### config.mk
export PLATFORM = sky130hd
export DESIGN_NAME = sw_uart_tx
export DESIGN_NICKNAME = d
export VERILOG_FILES = /design/src/rtl/sw_uart_tx_pkg.sv /design/src/rtl/sw_uart_tx_hold.sv /design/src/rtl/sw_uart_tx_shift.sv /design/src/rtl/sw_uart_tx.sv
export SDC_FILE = /design/constraint.sdc
export NUM_CORES = 1
export LEC_CHECK = 0
export BUFFER_PORTS_ARGS = -buffer_cell sky130_fd_sc_hd__buf_4
export CAP_MARGIN = 5
export CORE_MARGIN = 2
export CORE_UTILIZATION = 37
export CTS_CLUSTER_SIZE = 40
export DETAILED_ROUTE_END_ITERATION = 10
export PLACE_DENSITY = 0.56
export SYNTH_ARGS = -nofsm -noshare
export SYNTH_HDL_FRONTEND = slang
export SYNTH_SLANG_ARGS = --single-unit
### constraint.sdc
create_clock -name clk_i -period 3.2 [get_ports clk_i]
set_input_delay 0.16 -clock clk_i [delete_from_list [all_inputs] [get_ports clk_i]]
set_output_delay 0.16 -clock clk_i [all_outputs]
set_load 0.01 [all_outputs]
### src/rtl/sw_uart_tx_pkg.sv
package sw_uart_tx_pkg;
  localparam logic START_LVL = 1'b0;
  localparam logic STOP_LVL  = 1'b1;
  localparam logic IDLE_LVL  = 1'b1;

  typedef enum logic [1:0] {
    SRC_NONE,
    SRC_IDLE,
    SRC_HOLD,
    SRC_WRITE
  } load_src_e;
endpackage

### src/rtl/sw_uart_tx_hold.sv
module sw_uart_tx_hold #(
  parameter int unsigned DATA_W = 8
) (
  input  logic              clk_i,
  input  logic              rst_ni,
  input  logic              clr_i,
  input  logic              wr_i,
  input  logic              bypass_i,
  input  logic              take_i,
  input  logic [DATA_W-1:0] data_i,
  output logic              valid_o,
  output logic [DATA_W-1:0] data_o
);
  logic accept;

  // slot is free if empty or being drained this cycle
  assign accept = wr_i && !bypass_i && (!valid_o || take_i);

  always_ff @(posedge clk_i or negedge rst_ni) begin
    if (!rst_ni) begin
      valid_o <= 1'b0;
      data_o  <= '0;
    end else if (clr_i) begin
      valid_o <= 1'b0;
    end else if (accept) begin
      valid_o <= 1'b1;
      data_o  <= data_i;
    end else if (take_i) begin
      valid_o <= 1'b0;
    end
  end
endmodule

### src/rtl/sw_uart_tx_shift.sv
module sw_uart_tx_shift #(
  parameter int unsigned FRAME_W = 10
) (
  input  logic               clk_i,
  input  logic               rst_ni,
  input  logic               clr_i,
  input  logic               tick_i,
  input  logic               load_i,
  input  logic [FRAME_W-1:0] frame_i,
  output logic               busy_o,
  output logic               free_o,
  output logic               line_o
);
  import sw_uart_tx_pkg::*;

  localparam int unsigned CNT_W = $clog2(FRAME_W);
  localparam logic [CNT_W-1:0] LAST = CNT_W'(FRAME_W - 1);

  logic [FRAME_W-1:0] sr_q;
  logic [CNT_W-1:0]   cnt_q;
  logic               ending;

  assign ending = busy_o && tick_i && (cnt_q == LAST);
  assign free_o = !busy_o || ending;
  assign line_o = busy_o ? sr_q[0] : IDLE_LVL;

  always_ff @(posedge clk_i or negedge rst_ni) begin
    if (!rst_ni) begin
      busy_o <= 1'b0;
      sr_q   <= '1;
      cnt_q  <= '0;
    end else if (clr_i) begin
      busy_o <= 1'b0;
      sr_q   <= '1;
      cnt_q  <= '0;
    end else if (load_i) begin
      busy_o <= 1'b1;
      sr_q   <= frame_i;
      cnt_q  <= '0;
    end else if (ending) begin
      busy_o <= 1'b0;
      sr_q   <= '1;
      cnt_q  <= '0;
    end else if (busy_o && tick_i) begin
      sr_q   <= {IDLE_LVL, sr_q[FRAME_W-1:1]};
      cnt_q  <= cnt_q + CNT_W'(1);
    end
  end
endmodule

### src/rtl/sw_uart_tx.sv
module sw_uart_tx #(
  parameter int unsigned DATA_W = 8
) (
  input  logic              clk_i,
  input  logic              rst_ni,
  input  logic              baud_tick_i,
  input  logic              wr_en_i,
  input  logic [DATA_W-1:0] wr_data_i,
  input  logic              tx_en_i,
  input  logic              dir_tx_i,
  input  logic              pin_i,
  output logic              pin_o,
  output logic              pin_oe_o,
  output logic              rx_line_o,
  output logic              buf_empty_o,
  output logic              tx_done_o
);
  import sw_uart_tx_pkg::*;

  localparam int unsigned FRAME_W = DATA_W + 2;

  logic               en_q;
  logic               clr;
  load_src_e          src;
  logic [FRAME_W-1:0] frame;
  logic               hold_valid;
  logic [DATA_W-1:0]  hold_data;
  logic               sh_busy, sh_free, sh_line;

  always_ff @(posedge clk_i or negedge rst_ni) begin
    if (!rst_ni) en_q <= 1'b0;
    else         en_q <= tx_en_i;
  end

  assign clr = !tx_en_i;

  // priority: preamble on enable edge, then buffered byte, then direct write
  always_comb begin
    src = SRC_NONE;
    if (tx_en_i) begin
      if (!en_q)                     src = SRC_IDLE;
      else if (sh_free && hold_valid) src = SRC_HOLD;
      else if (sh_free && wr_en_i)    src = SRC_WRITE;
    end
  end

  always_comb begin
    unique case (src)
      SRC_HOLD:  frame = {STOP_LVL, hold_data, START_LVL};
      SRC_WRITE: frame = {STOP_LVL, wr_data_i, START_LVL};
      default:   frame = '1;
    endcase
  end

  sw_uart_tx_hold #(.DATA_W(DATA_W)) u_hold (
    .clk_i    (clk_i),
    .rst_ni   (rst_ni),
    .clr_i    (clr),
    .wr_i     (wr_en_i && tx_en_i),
    .bypass_i (src == SRC_WRITE),
    .take_i   (src == SRC_HOLD),
    .data_i   (wr_data_i),
    .valid_o  (hold_valid),
    .data_o   (hold_data)
  );

  sw_uart_tx_shift #(.FRAME_W(FRAME_W)) u_shift (
    .clk_i   (clk_i),
    .rst_ni  (rst_ni),
    .clr_i   (clr),
    .tick_i  (baud_tick_i),
    .load_i  (src != SRC_NONE),
    .frame_i (frame),
    .busy_o  (sh_busy),
    .free_o  (sh_free),
    .line_o  (sh_line)
  );

  assign pin_o       = sh_line;
  assign pin_oe_o    = dir_tx_i;
  assign rx_line_o   = dir_tx_i ? sh_line : pin_i;
  assign buf_empty_o = !hold_valid;
  assign tx_done_o   = !sh_busy && !hold_valid;
endmodule

==> metrics <==
Synth area leader=dfrtp_1; count of final hold-check violations=0; Syn-to-layout area delta=17.1%; YS warnings=0; worst setup margin=1.15 ns; Die Y-Extent=64.6 um; full die area=4170 um^2; Root Driver=clkbuf_8; DR WL/cell=about 15 um; via/cell ratio=5.39; register area share after synthesis=0.451; Pwr Density=450 nW/um^2; reg-to-reg endpoint=u_hold.data_o[5]$_DFFE_PN0P_; crit path cell chain=inv_1 -> ha_1 -> nand4b_4 -> a21oi_4 -> mux2i_4 -> mux2_2; final net count=170; footprint of the multi-input gates=approximately 680 um^2; Worst Hold End=en_q$_DFF_PN0_; GRT Overall Usage=0.148; Synth top area share=0.276; fill count=360; port bufs=19; R2R Setup Slk=1.15 ns; critical path buffer and inverter count=1; mapped cell area=1360 um^2; CORE AREA=3610 um^2; HPWL Detailed=2.15 mm; placer congestion estimate=0.747; EDFF count, synth=0; unrepaired setup endpoints after global routing=no; Core Rows=22; GRT overflow=0; Max H-tree Level=1; Hold WS=roughly 0.070 ns; Synth area leaders=dfrtp_1 28%, dfstp_2 17%, mux2_2 7.5%; Setup Skew=0.00411 ns; Synth Flop Type=dfrtp_1; r2r worst-path depth=6; Syn Nets=151; clk buf depth=2; worst skew pair latency=approximately 0.27 ns; register area=612 um^2; first-pass GRT wire length=roughly 4.8 mm; initial antenna violation count=0; Worst Tran Pin Value=roughly 0.6 ns; Critical Path Sink Type=flop; CP delay by family, top=multiplexers; CTS tree=built; share of layout cells above drive strength 1=0.329; CTS Buf Count=3; endpoints failing setup=0; Worst Path Required=3.36 ns; crit path from=u_shift.cnt_q[1]$_DFFE_PN0P_; Place WS=1.14 ns; CTS hold repair buffers=1; outcome=complete, no violations; largest net degree at the start of global routing=25; fmax=0.487 GHz; PostCTS Resize Cnt=0; post-synthesis async set-or-reset flop share=1.00; critical path type=reg -> reg; Final min period=around 2.1 ns; crit path DAT=2.21 ns; num ports=20; width of the die=64.6 um; Reg clk slew, reported paths=roughly 0.08 ns; Rel. slew slack=0.589; Initial Util=0.376; initial DRC count=75; syn avg cell area=~10 um^2; Leakage=0.638 nW; vias in the first global route=990; Final Max Tran Viols=0; Setup Fix Bufs, Post-CTS=0; Max stage delay on crit path=0.40 ns; TNS Setup=0 ns; Num Clock Sinks=24; CP Launch Type=flop; Netlist cell types=40; # DRC=0; hold_sp=tx_en_i; worst hold path class=in -> reg; reg2reg start=u_shift.cnt_q[1]$_DFFE_PN0P_; MaxCap Viol Count=0; Hold Crit Depth=1; Final Cycle Share=0.641; maximum VDD drop=232 uV; Crit Path Max Fanout=10; final wirelength=2.92 mm; number of standard cells after synthesis=134; Critical-path top delay cell=dfrtp_1; Final ANT Viol Nets=0; Yosys reg bits=24; diode count=0; routed via count=around 1100; 1st-pass router iterations=5
==> kinds of logic after synthesis <==
family | count (synthesis) | synth area share
AND/OR/NAND/NOR | 38 | 0.154
multiplexers | 11 | 0.0986
flip-flops | 24 | 0.451
buffers and inverters | 15 | 0.0470
AO/OA/AOI/OAI | 43 | 0.224
adder cells (fa/ha/maj) | 3 | 0.0258
==> power breakdown <==
part	total, W	switching (W)	internal, W
clock network	0.000184	0.0000946	0.0000890
logic	0.000142	0.0000679	0.0000737
registers	0.000390	0.0000342	0.000356
==> cell usage in the layout (no fill, tap or decap), types with 3 or more instances in the layout <==
| master | synthesis | routed |
|---|---|---|
| buf_4 | 1 | 20 |
| dfrtp_1 | 15 | 15 |
| o21ai_0 | 13 | 13 |
| mux2_2 | 9 | 9 |
| nand2_1 | 9 | 9 |
| dfstp_2 | 9 | 9 |
| inv_1 | 7 | 7 |
| nor2_1 | 6 | 6 |
| nor3_1 | 6 | 6 |
| o21a_1 | 6 | 6 |
| a21oi_1 | 6 | 6 |
| a211oi_1 | 5 | 5 |
| nand3_1 | 4 | 4 |
| clkbuf_8 | 0 | 3 |
==> registers in the layout, summed over array words and instances (netlist names) <==
name,flops
en_q,1
u_hold.data_o,8
u_hold.valid_o,1
u_shift.busy_o,1
u_shift.cnt_q,4
u_shift.sr_q,9
==> cells in the mapped netlist (2+ instances only) <==
master / n
mux2_2: 9
a21oi_1: 6
dfrtp_1: 15
nor2b_1: 2
ha_1: 2
nand3_1: 4
o21a_1: 6
nor3_1: 6
a211oi_1: 5
buf_2: 3
or3_1: 2
nand2b_1: 2
nand2_1: 9
o31ai_1: 2
a31o_2: 2
inv_1: 7
o21ai_0: 13
clkbuf_1: 3
nor2_1: 6
dfstp_2: 9
and2_1: 2
==> area by class of cell <==
cell class                      instances  share of cell area
Tap cell                               48              0.0378
Sequential cell                        24               0.385
Clock buffer                            4              0.0283
Timing Repair Buffer                   21               0.101
Inverter                                8              0.0189
Multi-Input combinational cell         95               0.429
==> through the flow <==
step	total power, W	instance area, um^2	utilization	std cells
5_1_grt	0.000761	1590	0.441	200
2_1_floorplan	0.000483	1360	-	134
3_3_place_gp	0.000532	1530	0.425	195
6_report	0.000715	1590	0.441	200
3_5_place_dp	0.000538	1530	0.425	195
4_1_cts	0.000727	1590	0.441	200
==> how the worst max path moves through the flow <==
| stage | end | cells after the start |
|---|---|---|
| 6_report | u_hold.data_o[5]$_DFFE_PN0P_ | 6 |
| 3_5_place_dp | u_hold.data_o[5]$_DFFE_PN0P_ | 6 |
| 2_1_floorplan | u_hold.data_o[0]$_DFFE_PN0P_ | 6 |
| 3_3_place_gp | u_shift.sr_q[5]$_DFFE_PN1P_ | 6 |
| 4_1_cts | u_hold.data_o[5]$_DFFE_PN0P_ | 6 |
| 5_1_grt | u_shift.sr_q[5]$_DFFE_PN1P_ | 6 |
==> layer usage <==
metal  share of wire  up-vias  global-route usage
li1                -      528                   -
met1            0.47      521               0.209
met2            0.49       24               0.233
met3           0.035        4              0.0260
met4          0.0099        0              0.0399
met5               0        -                   0
==> worst register-to-register path, stage by stage, from the launching register on <==
cell,delay [ns]
dfrtp_1,0.40
inv_1,0.08
ha_1,0.21
nand4b_4,0.21
a21oi_4,0.25
mux2i_4,0.41
mux2_2,0.39
(Power assumes the default switching activity.)
